## src/rtl/sport_pkg.sv

```systemverilog
package sport_pkg;

    localparam int BYTE_W = 8;

    typedef struct packed {
        logic sm_hi;
        logic sm_sel;
        logic filt;
        logic ren;
        logic tbit;
        logic rstop;
        logic txf;
        logic rxf;
    } ctrl_t;

    typedef enum logic [1:0] {
        RX_IDLE,
        RX_START,
        RX_DATA,
        RX_STOP
    } urx_st_e;

endpackage

```

## src/rtl/sport_baud.sv

```systemverilog
module sport_baud #(
    parameter int OVF_PRE = 2
) (
    input  logic clk,
    input  logic rst_n,
    input  logic ovf,
    input  logic dbl,
    output logic subtick
);
    localparam int CW = (OVF_PRE > 1) ? $clog2(OVF_PRE) : 1;
    localparam logic [CW-1:0] CNT_LAST = CW'(OVF_PRE - 1);

    typedef struct packed {
        logic [CW-1:0] cnt;
    } bd_t;

    bd_t bd_q, bd_d;

    always_comb begin
        bd_d    = bd_q;
        subtick = 1'b0;
        if (ovf) begin
            subtick = dbl || (bd_q.cnt == CNT_LAST);
            if (bd_q.cnt == CNT_LAST) bd_d.cnt = '0;
            else                      bd_d.cnt = bd_q.cnt + 1'b1;
        end
    end

    always_ff @(posedge clk or negedge rst_n) begin
        if (!rst_n) bd_q <= '0;
        else        bd_q <= bd_d;
    end

    if (OVF_PRE > 1) begin : g_chk
        // without doubling, two prescaled ticks never come back to back
        p_prescale_gap_r5: assert property (@(posedge clk) disable iff (!rst_n)
            (subtick && !dbl) |=> !(subtick && !dbl))
            else $error("prescaled ticks adjacent");
    end

endmodule

```

## src/rtl/sport_utx.sv

```systemverilog
module sport_utx #(
    parameter int DW  = 8,
    parameter int SPB = 16
) (
    input  logic          clk,
    input  logic          rst_n,
    input  logic          start,
    input  logic [DW-1:0] din,
    input  logic          subtick,
    output logic          txd,
    output logic          busy,
    output logic          done
);
    localparam int NB = DW + 2;
    localparam int IW = $clog2(NB);
    localparam int SW = $clog2(SPB);
    localparam logic [IW-1:0] IDX_LAST = IW'(NB - 1);
    localparam logic [SW-1:0] SUB_LAST = SW'(SPB - 1);

    typedef struct packed {
        logic          busy;
        logic [NB-1:0] frame;
        logic [IW-1:0] idx;
        logic [SW-1:0] sub;
    } utx_t;

    utx_t tx_q, tx_d;

    always_comb begin
        tx_d = tx_q;
        done = 1'b0;
        if (!tx_q.busy) begin
            if (start) begin
                tx_d.busy  = 1'b1;
                tx_d.frame = {1'b1, din, 1'b0};
                tx_d.idx   = '0;
                tx_d.sub   = '0;
            end
        end else if (subtick) begin
            if (tx_q.sub == SUB_LAST) begin
                tx_d.sub   = '0;
                tx_d.frame = {1'b1, tx_q.frame[NB-1:1]};
                if (tx_q.idx == IDX_LAST) begin
                    tx_d.busy = 1'b0;
                    done      = 1'b1;
                end else begin
                    tx_d.idx = tx_q.idx + 1'b1;
                end
            end else begin
                tx_d.sub = tx_q.sub + 1'b1;
            end
        end
    end

    always_ff @(posedge clk or negedge rst_n) begin
        if (!rst_n) tx_q <= '0;
        else        tx_q <= tx_d;
    end

    assign txd  = tx_q.busy ? tx_q.frame[0] : 1'b1;
    assign busy = tx_q.busy;

    // an accepted start drives the start bit low on the next cycle
    p_start_low_r4: assert property (@(posedge clk) disable iff (!rst_n)
        (start && !busy) |=> !txd)
        else $error("start bit not low");

    // the end of the stop bit releases the transmitter
    p_done_idle_r4: assert property (@(posedge clk) disable iff (!rst_n)
        done |=> (!busy && txd))
        else $error("transmitter still busy after frame");

endmodule

```

## src/rtl/sport_shift0.sv

```systemverilog
module sport_shift0 #(
    parameter int DW  = 8,
    parameter int DIV = 12
) (
    input  logic          clk,
    input  logic          rst_n,
    input  logic          start_tx,
    input  logic          start_rx,
    input  logic [DW-1:0] din,
    input  logic          rxd_s,
    output logic          sclk,
    output logic          dout,
    output logic          oe,
    output logic          busy,
    output logic          tx_done,
    output logic          rx_done,
    output logic [DW-1:0] rx_data
);
    localparam int PW = $clog2(DIV);
    localparam int BW = $clog2(DW);
    localparam logic [PW-1:0] PH_LAST = PW'(DIV - 1);
    localparam logic [PW-1:0] PH_MID  = PW'(DIV / 2);
    localparam logic [BW-1:0] B_LAST  = BW'(DW - 1);

    typedef struct packed {
        logic          busy;
        logic          is_tx;
        logic [PW-1:0] phase;
        logic [BW-1:0] bidx;
        logic [DW-1:0] sh;
    } sh_t;

    sh_t sh_q, sh_d;
    logic last_slot;

    assign last_slot = sh_q.busy && (sh_q.phase == PH_LAST) && (sh_q.bidx == B_LAST);

    always_comb begin
        sh_d = sh_q;
        if (!sh_q.busy) begin
            if (start_tx || start_rx) begin
                sh_d.busy  = 1'b1;
                sh_d.is_tx = start_tx;
                sh_d.phase = '0;
                sh_d.bidx  = '0;
                sh_d.sh    = start_tx ? din : '0;
            end
        end else begin
            if (!sh_q.is_tx && sh_q.phase == PH_MID)
                sh_d.sh = {rxd_s, sh_q.sh[DW-1:1]};
            if (sh_q.phase == PH_LAST) begin
                sh_d.phase = '0;
                if (sh_q.is_tx) sh_d.sh = {1'b0, sh_q.sh[DW-1:1]};
                if (sh_q.bidx == B_LAST) sh_d.busy = 1'b0;
                else                     sh_d.bidx = sh_q.bidx + 1'b1;
            end else begin
                sh_d.phase = sh_q.phase + 1'b1;
            end
        end
    end

    always_ff @(posedge clk or negedge rst_n) begin
        if (!rst_n) sh_q <= '0;
        else        sh_q <= sh_d;
    end

    assign sclk    = sh_q.busy ? (sh_q.phase >= PH_MID) : 1'b1;
    assign dout    = sh_q.sh[0];
    assign oe      = sh_q.busy && sh_q.is_tx;
    assign busy    = sh_q.busy;
    assign tx_done = last_slot && sh_q.is_tx;
    assign rx_done = last_slot && !sh_q.is_tx;
    assign rx_data = sh_q.sh;

    // a transmit start enables the data driver with the clock low
    p_tx_begin_r6: assert property (@(posedge clk) disable iff (!rst_n)
        (start_tx && !busy) |=> (oe && !sclk))
        else $error("shift transmit did not begin");

    // the shifter goes idle right after a completed receive
    p_rx_end_r7: assert property (@(posedge clk) disable iff (!rst_n)
        rx_done |=> (!busy && !oe))
        else $error("shift receive did not end");

endmodule

```

## src/rtl/sport_urx.sv

```systemverilog
module sport_urx #(
    parameter int DW  = 8,
    parameter int SPB = 16
) (
    input  logic          clk,
    input  logic          rst_n,
    input  logic          enable,
    input  logic          subtick,
    input  logic          rxd_s,
    output logic          done,
    output logic          stop_bit,
    output logic [DW-1:0] data
);
    import sport_pkg::*;

    localparam int SW = $clog2(SPB);
    localparam int BW = $clog2(DW);
    localparam logic [SW-1:0] SUB_LAST  = SW'(SPB - 1);
    localparam logic [SW-1:0] HALF_LAST = SW'(SPB / 2 - 1);
    localparam logic [BW-1:0] B_LAST    = BW'(DW - 1);

    typedef struct packed {
        urx_st_e       st;
        logic          prev;
        logic [SW-1:0] cnt;
        logic [BW-1:0] bidx;
        logic [DW-1:0] sh;
    } urx_t;

    urx_t rx_q, rx_d;

    always_comb begin
        rx_d = rx_q;
        done = 1'b0;
        if (!enable) begin
            rx_d.st   = RX_IDLE;
            rx_d.prev = 1'b1;
        end else if (subtick) begin
            unique case (rx_q.st)
                RX_IDLE: begin
                    if (rx_q.prev && !rxd_s) begin
                        rx_d.st  = RX_START;
                        rx_d.cnt = '0;
                    end
                    rx_d.prev = rxd_s;
                end
                RX_START: begin
                    if (rx_q.cnt == HALF_LAST) begin
                        rx_d.cnt  = '0;
                        rx_d.bidx = '0;
                        if (rxd_s) begin
                            rx_d.st   = RX_IDLE;
                            rx_d.prev = 1'b1;
                        end else begin
                            rx_d.st = RX_DATA;
                        end
                    end else begin
                        rx_d.cnt = rx_q.cnt + 1'b1;
                    end
                end
                RX_DATA: begin
                    if (rx_q.cnt == SUB_LAST) begin
                        rx_d.cnt = '0;
                        rx_d.sh  = {rxd_s, rx_q.sh[DW-1:1]};
                        if (rx_q.bidx == B_LAST) rx_d.st   = RX_STOP;
                        else                     rx_d.bidx = rx_q.bidx + 1'b1;
                    end else begin
                        rx_d.cnt = rx_q.cnt + 1'b1;
                    end
                end
                RX_STOP: begin
                    if (rx_q.cnt == SUB_LAST) begin
                        done      = 1'b1;
                        rx_d.st   = RX_IDLE;
                        rx_d.prev = rxd_s;
                        rx_d.cnt  = '0;
                    end else begin
                        rx_d.cnt = rx_q.cnt + 1'b1;
                    end
                end
                default: rx_d.st = RX_IDLE;
            endcase
        end
    end

    always_ff @(posedge clk or negedge rst_n) begin
        if (!rst_n) begin
            rx_q      <= '0;
            rx_q.st   <= RX_IDLE;
            rx_q.prev <= 1'b1;
        end else begin
            rx_q <= rx_d;
        end
    end

    assign stop_bit = rxd_s;
    assign data     = rx_q.sh;

    // a disabled receiver sits idle
    p_off_idle_r9: assert property (@(posedge clk) disable iff (!rst_n)
        !enable |=> (rx_q.st == RX_IDLE))
        else $error("receiver active while disabled");

    // a line found high at mid start abandons the frame
    p_false_start_r12: assert property (@(posedge clk) disable iff (!rst_n)
        (enable && subtick && rx_q.st == RX_START && rx_q.cnt == HALF_LAST && rxd_s)
        |=> (rx_q.st == RX_IDLE))
        else $error("false start not rejected");

endmodule

```

## src/rtl/sport_engine.sv

```systemverilog
module sport_engine #(
    parameter int SUB_PER_BIT = 16,
    parameter int M0_DIV      = 12,
    parameter int OVF_PRE     = 2
) (
    input  logic       clk,
    input  logic       rst_n,
    input  logic       reg_wr,
    input  logic       reg_sel,
    input  logic [7:0] reg_wdata,
    output logic [7:0] reg_rdata,
    input  logic       baud_ovf,
    input  logic       baud_dbl,
    input  logic       rxd_in,
    output logic       rxd_out,
    output logic       rxd_oe,
    output logic       txd,
    output logic       ti,
    output logic       ri,
    output logic       irq
);
    import sport_pkg::*;

    typedef struct packed {
        ctrl_t             ctrl;
        logic [BYTE_W-1:0] rbuf;
        logic [1:0]        sync;
    } top_t;

    top_t t_q, t_d;

    logic              rxd_s, mode_async, wr_ctrl, wr_data;
    logic              subtick;
    logic              utx_start, utx_txd, utx_busy, utx_done;
    logic              sh_start_tx, sh_start_rx, sh_sclk, sh_dout, sh_oe, sh_busy;
    logic              sh_tx_done, sh_rx_done;
    logic [BYTE_W-1:0] sh_rx_data;
    logic              urx_done, urx_stop;
    logic [BYTE_W-1:0] urx_data;

    assign rxd_s       = t_q.sync[1];
    assign mode_async  = t_q.ctrl.sm_sel;
    assign wr_ctrl     = reg_wr && !reg_sel;
    assign wr_data     = reg_wr && reg_sel;
    assign utx_start   = wr_data && mode_async && !utx_busy && !sh_busy;
    assign sh_start_tx = wr_data && !mode_async && !utx_busy && !sh_busy;
    assign sh_start_rx = !mode_async && t_q.ctrl.ren && !t_q.ctrl.rxf
                         && !utx_busy && !sh_busy && !wr_data;

    sport_baud #(.OVF_PRE(OVF_PRE)) u_baud (
        .clk(clk), .rst_n(rst_n), .ovf(baud_ovf), .dbl(baud_dbl), .subtick(subtick)
    );

    sport_utx #(.DW(BYTE_W), .SPB(SUB_PER_BIT)) u_utx (
        .clk(clk), .rst_n(rst_n), .start(utx_start), .din(reg_wdata),
        .subtick(subtick), .txd(utx_txd), .busy(utx_busy), .done(utx_done)
    );

    sport_shift0 #(.DW(BYTE_W), .DIV(M0_DIV)) u_shift (
        .clk(clk), .rst_n(rst_n), .start_tx(sh_start_tx), .start_rx(sh_start_rx),
        .din(reg_wdata), .rxd_s(rxd_s), .sclk(sh_sclk), .dout(sh_dout), .oe(sh_oe),
        .busy(sh_busy), .tx_done(sh_tx_done), .rx_done(sh_rx_done), .rx_data(sh_rx_data)
    );

    sport_urx #(.DW(BYTE_W), .SPB(SUB_PER_BIT)) u_urx (
        .clk(clk), .rst_n(rst_n), .enable(mode_async && t_q.ctrl.ren),
        .subtick(subtick), .rxd_s(rxd_s), .done(urx_done), .stop_bit(urx_stop),
        .data(urx_data)
    );

    always_comb begin
        t_d      = t_q;
        t_d.sync = {t_q.sync[0], rxd_in};
        if (wr_ctrl) t_d.ctrl = ctrl_t'(reg_wdata);
        if (utx_done || sh_tx_done) t_d.ctrl.txf = 1'b1;
        if (urx_done && !t_q.ctrl.rxf && (!t_q.ctrl.filt || urx_stop)) begin
            t_d.rbuf       = urx_data;
            t_d.ctrl.rstop = urx_stop;
            t_d.ctrl.rxf   = 1'b1;
        end
        if (sh_rx_done && !t_q.ctrl.rxf) begin
            t_d.rbuf     = sh_rx_data;
            t_d.ctrl.rxf = 1'b1;
        end
    end

    always_ff @(posedge clk or negedge rst_n) begin
        if (!rst_n) begin
            t_q      <= '0;
            t_q.sync <= 2'b11;
        end else begin
            t_q <= t_d;
        end
    end

    assign reg_rdata = reg_sel ? t_q.rbuf : t_q.ctrl;
    assign txd       = sh_busy ? sh_sclk : utx_txd;
    assign rxd_out   = sh_dout;
    assign rxd_oe    = sh_oe;
    assign ti        = t_q.ctrl.txf;
    assign ri        = t_q.ctrl.rxf;
    assign irq       = ti || ri;

    // flags are cleared only through a control write
    p_ti_sticky_r13: assert property (@(posedge clk) disable iff (!rst_n)
        (ti && !wr_ctrl) |=> ti)
        else $error("transmit flag dropped by hardware");

    p_ri_sticky_r13: assert property (@(posedge clk) disable iff (!rst_n)
        (ri && !wr_ctrl) |=> ri)
        else $error("receive flag dropped by hardware");

    // the receive buffer is frozen while the receive flag is set
    p_buf_hold_r10: assert property (@(posedge clk) disable iff (!rst_n)
        ri |=> $stable(t_q.rbuf))
        else $error("buffer overwritten while unread");

    // the two transmit engines never run together
    p_one_engine_r6: assert property (@(posedge clk) disable iff (!rst_n)
        !(sh_busy && utx_busy))
        else $error("both engines busy");

endmodule

```

## config.mk

```make
export PLATFORM = sky130hd
export DESIGN_NAME = sport_engine
export DESIGN_NICKNAME = d
export VERILOG_FILES = /design/src/rtl/sport_pkg.sv /design/src/rtl/sport_baud.sv /design/src/rtl/sport_utx.sv /design/src/rtl/sport_shift0.sv /design/src/rtl/sport_urx.sv /design/src/rtl/sport_engine.sv
export SDC_FILE = /design/constraint.sdc
export NUM_CORES = 1
export LEC_CHECK = 0
export ABC_AREA = 1
export BUFFER_PORTS_ARGS = -buffer_cell sky130_fd_sc_hd__buf_2
export CAP_MARGIN = 0
export CORE_UTILIZATION = 55
export DETAILED_ROUTE_END_ITERATION = 16
export PLACE_DENSITY_LB_ADDON = 0.2
export SLEW_MARGIN = 10
export SYNTH_ARGS = -nofsm -noshare
export SYNTH_HDL_FRONTEND = slang
export SYNTH_HIERARCHICAL = 1
export SYNTH_SLANG_ARGS = --single-unit
```

## constraint.sdc

```tcl
create_clock -name clk -period 1.8 [get_ports clk]
set_input_delay 0.09 -clock clk [delete_from_list [all_inputs] [get_ports clk]]
set_output_delay 0.09 -clock clk [all_outputs]
set_load 0.03 [all_outputs]
```

# Word-level counts from Yosys, hierarchy flattened
# Cells that the tools add are included.
[op_classes]
n_mul = 0
order_cmp = 1
eq_ne = 28
add_sub_neg = 7
n_div = 0
bitwise = 1
n_shift = 0
n_reduce_logical = 57
muxes = 56
[ops]
columns = ["cell", "count"]
rows = [
  ["2-to-1 mux 19 bit", 3],
  ["2-to-1 mux 8 bit", 5],
  ["2-to-1 mux 15 bit", 2],
  ["logical AND 1 bit", 24],
  ["2-to-1 mux 4 bit", 6],
  ["2-to-1 mux 11 bit", 2],
  ["2-to-1 mux 3 bit", 7],
  ["2-to-1 mux 1 bit", 19],
  ["2-to-1 mux 18 bit", 1],
  ["2-to-1 mux 9 bit", 2],
  ["!= test 3 bit, second input constant", 6],
  ["2-to-1 mux 17 bit", 1],
  ["adder 4 x 1 -> 4 bit, second input constant", 4],
  ["== test 4 bit, second input constant", 4],
  ["!= test 2 bit, second input constant", 7],
  ["one-hot mux 4 bit (3 select lines)", 1],
  ["AND reduction 6 bit", 2],
  ["nonzero test 2 bit", 6],
  ["logical NOT 1 bit", 9],
  ["AND reduction 3 bit", 3],
  ["== test 4 x 3 -> 1 bit, second input constant", 2],
  ["2-to-1 mux 2 bit", 4],
  ["one-hot mux 2 bit (4 select lines)", 1],
  ["AND reduction 4 bit", 2],
  ["17 further kinds", 27],
]
[word_totals]
elab_cells = 175
regBits = 73
memories = 0
ramBits = 0
in_bits = 15
out_inout_bits = 14
latchBits = 0
rom_bits = 0

# Logic depth before layout (Yosys ltp)
[depth]
depth_word = 9
ltp_mapped = 11
mapped_depth_nobuf = 11

# Hierarchy
# The synthesis kept the hierarchy.
[modules_own_cells]
columns = ["module", "area_each_um2", "seq_area_each_um2", "cells_per_inst", "n_inst"]
rows = [
  ["sport_shift0", 1068.5, 425.4, 134, 1],
  ["sport_engine", 1041.0, 452.9, 143, 1],
  ["sport_urx", 1031.0, 451.7, 136, 1],
  ["sport_utx", 949.7, 475.5, 115, 1],
  ["sport_baud", 55.1, 25.0, 9, 1],
]

# Worst setup path before layout
# Ideal clock, no wire load.
[synth_timing]
path_kind = "register to register"
startpoint = "reg u_shift/sh_q[11] (netlist bit)"
endpoint = "reg t_q[4] (netlist bit)"
stages_incl_launch_ff = 10
setup_slack_ns = 0.165
arrival_time_ns = 1.511
t_required_ns = 1.676
n_path_buf = 1
synth_period_minus_slack_ns = 1.635
path_cell_list = "dfrtp_1 > ha_1 > nand3_2 > nor3_1 > inv_1 > nor2_4 > buf_6 > nor2_1 > nand2_1 > nand3_1"
[synth_between]
elab_chain_len = 6
[synth_rtl]
columns = ["element", "line", "rtl"]
rows = [
  ["from (decl)", "sport_shift0.sv:33", "sh_t sh_q, sh_d;"],
  ["from (signal assigned)", "sport_shift0.sv:63", "if (!rst_n) sh_q <= '0;"],
  ["from (signal assigned)", "sport_shift0.sv:64", "else sh_q <= sh_d;"],
  ["== test 4 bit (*)", "sport_shift0.sv:36", "assign last_slot = sh_q.busy && (sh_q.phase == PH_LAST) && (sh_q.bidx == B_LAST);"],
  ["logical AND 1 bit (*) (2 in a row)", "sport_shift0.sv:36", ""],
  ["logical AND 1 bit (*)", "sport_shift0.sv:72", "assign rx_done = last_slot && !sh_q.is_tx;"],
  ["via sh_rx_done", "sport_engine.sv:36", "logic sh_tx_done, sh_rx_done;"],
  ["logical AND 1 bit (*)", "sport_engine.sv:81", "if (sh_rx_done && !t_q.ctrl.rxf) begin"],
  ["2-to-1 mux 9 bit or nonzero test 2 bit (tied branches)", "--", ""],
  ["to (signal assigned)", "sport_engine.sv:92", "t_q <= t_d;"],
  ["to (decl)", "sport_engine.sv:30", "top_t t_q, t_d;"],
]
# The timed path passes the listed nets; every way through them passes the cells marked *.
# A chain may end at the register's enable or synchronous reset.

# Final worst setup path
[layout_timing]
startpoint = "reg u_shift/sh_q[11] (netlist bit)"
endpoint = "out txd"
[layout_between]
elab_chain_len = 2
[layout_rtl]
columns = ["element", "line", "rtl"]
rows = [
  ["greater-or-equal comparator 4 x 3 -> 1 bit", "sport_shift0.sv:67", "assign sclk = sh_q.busy ? (sh_q.phase >= PH_MID) : 1'b1;"],
  ["via sh_sclk", "sport_engine.sv:35", "logic sh_start_tx, sh_start_rx, sh_sclk, sh_dout, sh_oe, sh_busy;"],
  ["2-to-1 mux 1 bit", "sport_engine.sv:97", "assign txd = sh_busy ? sh_sclk : utx_txd;"],
  ["to (decl)", "sport_engine.sv:17", "output logic txd,"],
]
# The timed path passes the listed nets, and every way through them passes these cells.

==> PnR_summary.wiki <==
{| class="wikitable"
! Metric !! Value
|-
| Worst reg2reg path startpoint || u_shift/busy
|-
| Clock insertion delay at the later pin of the skew report || 0.34 ns
|-
| Area of placed instances || 0.00437 sq mm
|-
| Initial core utilization || between 50% and 60%
|-
| Max-slew headroom || 70.2%
|-
| Number of detailed-routing iterations run before antenna repair || 5
|-
| Count of H-tree levels built during CTS || 3
|-
| Core box area || 0.00725 sq mm
|-
| Synth top area share || 42.3%
|-
| Leading post-synthesis cells by cell area || sky130_fd_sc_hd__dfrtp_1, sky130_fd_sc_hd__nand2_1, sky130_fd_sc_hd__nand3_1
|-
| Highest-delay cell along the critical path || sky130_fd_sc_hd__dfrtp_1
|-
| Quantity of I/O buffers inserted on ports || 28
|-
| Cell chain of the critical path || buf_6 > inv_2 > ha_4 > nand2_2 > o2111ai_2 > mux2_4 > buf_6
|-
| Fmax || 574 MHz
|-
| Actual transition at the worst max-transition pin || 0.446 ns
|-
| Cell family with most CP delay || flip-flops
|-
| Area added between synthesis and finish || 15.6%
|-
| Most instantiated flip-flop cell in the synthesis netlist || sky130_fd_sc_hd__dfrtp_1
|-
| Via count || 3,576
|-
| Layout cell share with drive strength beyond 1 || 21.1%
|-
| Crit path required time || 1.71 ns
|-
| Final-layout fill cell count || 627
|-
| Antenna diode instance count || 0
|-
| Area of the mapped netlist || roughly 0.0041 sq mm
|-
| Pin count of the biggest net entering global routing || 43
|-
| Buffer levels on the longest clock path || 2
|-
| Overall power of the completed layout || 3640 uW
|-
| Most common library cells after synthesis || sky130_fd_sc_hd__nand2_1, sky130_fd_sc_hd__dfrtp_1, sky130_fd_sc_hd__nand3_1
|-
| Fin cells || 687
|-
| Outcome || finished clean
|-
| Cells after Synth || about 540
|-
| Antenna-violating nets left || 0
|-
| Finished Cell Area || 0.00479 sq mm
|-
| Crit. Startpoint || u_shift/sh_q[11]
|-
| Number of ports placed on the die boundary || 29
|-
| Register-to-Register Setup Slack || 0.06 ns
|-
| Cell Rows || 31
|-
| Nets@finish || 608
|-
| CTS sink count || 73
|-
| Master cell of the clock root buffer || sky130_fd_sc_hd__clkbuf_8
|-
| Hold depth || 3
|-
| Total negative slack || 0 ns
|-
| Minimum clock period after layout || 1.74 ns
|-
| Worst Hold Path EP || mode_async
|-
| Critical path class || register to output pin
|-
| RR Endpoint || u_shift/sh_q[8]
|-
| Highest cell delay on the worst timing path || roughly 0.37 ns
|-
| Most frequently used cell type in the post-synthesis netlist || sky130_fd_sc_hd__nand2_1
|-
| Overflow left after global routing || 0
|-
| Routed wirelength normalized by instance count || between 10 and 15 microns
|-
| Via count of the first global-routing pass || 3,287
|-
| Post-synth EDFFs || 0
|-
| Sequential area share after synthesis || 44.2%
|-
| Number of register bits inferred by synthesis || 73
|-
| Post-synth ARST share || 100%
|-
| Critical path buffers and inverters || 3
|-
| Final critical-path setup slack || 0.0570 ns
|-
| Ratio of routed vias to standard cells || 5.21
|-
| Die width || 88.8 microns
|-
| Slew Limit Fails || 0
|-
| Synth warnings || 6
|-
| Die ar. || approximately 0.008 sq mm
|-
| Unique cell type count in the Yosys netlist || 42
|-
| Number of failing hold endpoints at the final stage || 0
|-
| Most used cell along the critical path || sky130_fd_sc_hd__buf_6
|-
| Max Clock Skew || 0.00811 ns
|-
| First-pass GRT wire length || 15,400 microns
|-
| Final setup violation count || 0
|-
| CP Data Arrival Time || 1.65 ns
|-
| Worst vdd rail ir drop || between 0.5 and 0.6 mV
|-
| Number of antenna violations at the first check in global routing || 0
|-
| Clock tree from TritonCTS || done
|-
| Die height || 88.8 microns
|-
| Beginning of the worst hold path || reg_wdata[6]
|-
| Place WS || -0.0576 ns
|-
| Largest fanout of any net on the critical path || 4
|-
| Count of maximum capacitance violations || 0
|-
| Overall fraction of global-route tracks in use || 25.7%
|-
| Startpoint Class || register
|-
| Average footprint of a synthesized cell || 7.72 sq um
|-
| Cell taking the most area after synthesis || sky130_fd_sc_hd__dfrtp_1
|-
| Total DRC errors in the routed layout || 0
|-
| Period utilization || 96.8%
|-
| Total wirelength of the detailed-routed design || 9510 microns
|-
| Endpoint class of the critical path || output pin
|-
| Reported leakage power || 0.00244 uW
|-
| CTS buffer count || 9
|-
| Cells after DPL || 660
|-
| Synthesized net count || 562
|-
| CTS clock-pin slew for the worst setup and hold paths || 0.08 ns
|-
| Total power per unit cell area || 759 mW/mm^2
|-
| Post-DP HPWL || ~6600 microns
|-
| Final Wtd Congestion || 0.814
|-
| Violation count after the first detailed-route iteration || 260
|-
| Number of cells traversed by the worst register-to-register path || 8
|-
| Classification of the worst-slack hold path || primary input to register
|}
[placed cells by master, fill, tap and decap left out, types with 5 or more instances in the layout]
master and count:
sky130_fd_sc_hd__nand2_1 183, sky130_fd_sc_hd__dlygate4sd3_1 5, sky130_fd_sc_hd__buf_4 23, sky130_fd_sc_hd__o21ai_0 21, sky130_fd_sc_hd__inv_2 9, sky130_fd_sc_hd__nand2_2 9, sky130_fd_sc_hd__nor2_1 29, sky130_fd_sc_hd__ha_1 7
sky130_fd_sc_hd__o21ai_1 5, sky130_fd_sc_hd__nand3_1 65, sky130_fd_sc_hd__dfrtp_1 69, sky130_fd_sc_hd__nor2_4 5, sky130_fd_sc_hd__inv_1 55, sky130_fd_sc_hd__a21oi_1 5, sky130_fd_sc_hd__clkbuf_8 12, sky130_fd_sc_hd__buf_2 26
[stage by stage]
| stage | utilization [%] | hold WS [ns] |
|---|---|---|
| 3_5_place_dp | 60.2 | 0.0704 |
| 5_1_grt | 66.1 | 0.0128 |
| 2_1_floorplan | - | -0.206 |
| 6_report | 66.1 | 0.0174 |
| 3_3_place_gp | 60.2 | 0.0676 |
| 4_1_cts | 64.3 | 0.00607 |
[how the worst max path moves through the flow]
stage	to	slack, ns	depth (start not counted)
global route	txd	-0.02	7
detailed placement	u_shift/rx_data[7]	-0.06	7
floorplan	t_q[4]	0.16	9
global placement	t_q[8]	0.04	10
finish	txd	0.06	7
CTS	txd	0.01	7
[cell type report]
type	count	area (sq um)	area share [%]
well taps	99	124	2.59
clock buffers	14	173	3.60
flip-flops and latches	73	1830	38.2
multi-input cells	373	1930	40.3
repair buffers	59	440	9.19
inverters	67	258	5.38
clock inverters	2	35.0	0.731
[flip-flops by register name, indices dropped and copies added, names as in the netlist]
name and cells:
ri 1, u_urx/rx_q 10, t_q 13, u_shift/rx_data 8
u_utx/tx_q 18, u_utx/busy 1, u_baud/bd_q 1, u_urx/data 8
rxd_s 1, u_shift/sh_q 8, u_shift/busy 1, mode_async 1
t_d 1, ti 1
[where the power goes]
part,leakage (uW),switching (uW),internal (uW)
combinational,0.00145,283,160
clock,0.000107,602,754
sequential,0.000882,97.3,1740
[per-layer routing]
layer / part of all wire, % / track usage [%]
met1: 44 / 34.7
met2: 50 / 42.8
met3: 5.2 / 4.85
met4: 0.88 / 6.16
met5: 0 / 0
[cell families (layout without fill, tap and decap cells)]
group           count (synthesis)  count (layout)  share of synthesized area, %
simple gates                  315             315                          34.7
buf+inv                        91             142                          11.1
flops                          73              73                          44.2
compound gates                 42              42                          5.77
fa+ha+maj                      10              10                          3.02
xor+xnor                        5               5                          1.06
mux                             1               1                         0.272
[worst min-delay path: cells and delay by family]
family | cells | cell delay (ns)
AOI/OAI and AO/OA | 1 | 0.06
buffers and inverters | 1 | 0.12
and+or+nand+nor | 1 | 0.05
[repair_timing]
action	in CTS	in global routing
hold endpoints to repair	35	0
gates cloned	0	1
setup buffers	2	3
pin swaps	1	3
hold buffers	5	0
setup endpoints to repair	14	34
resized for setup	4	17
(Power assumes the default switching activity.)
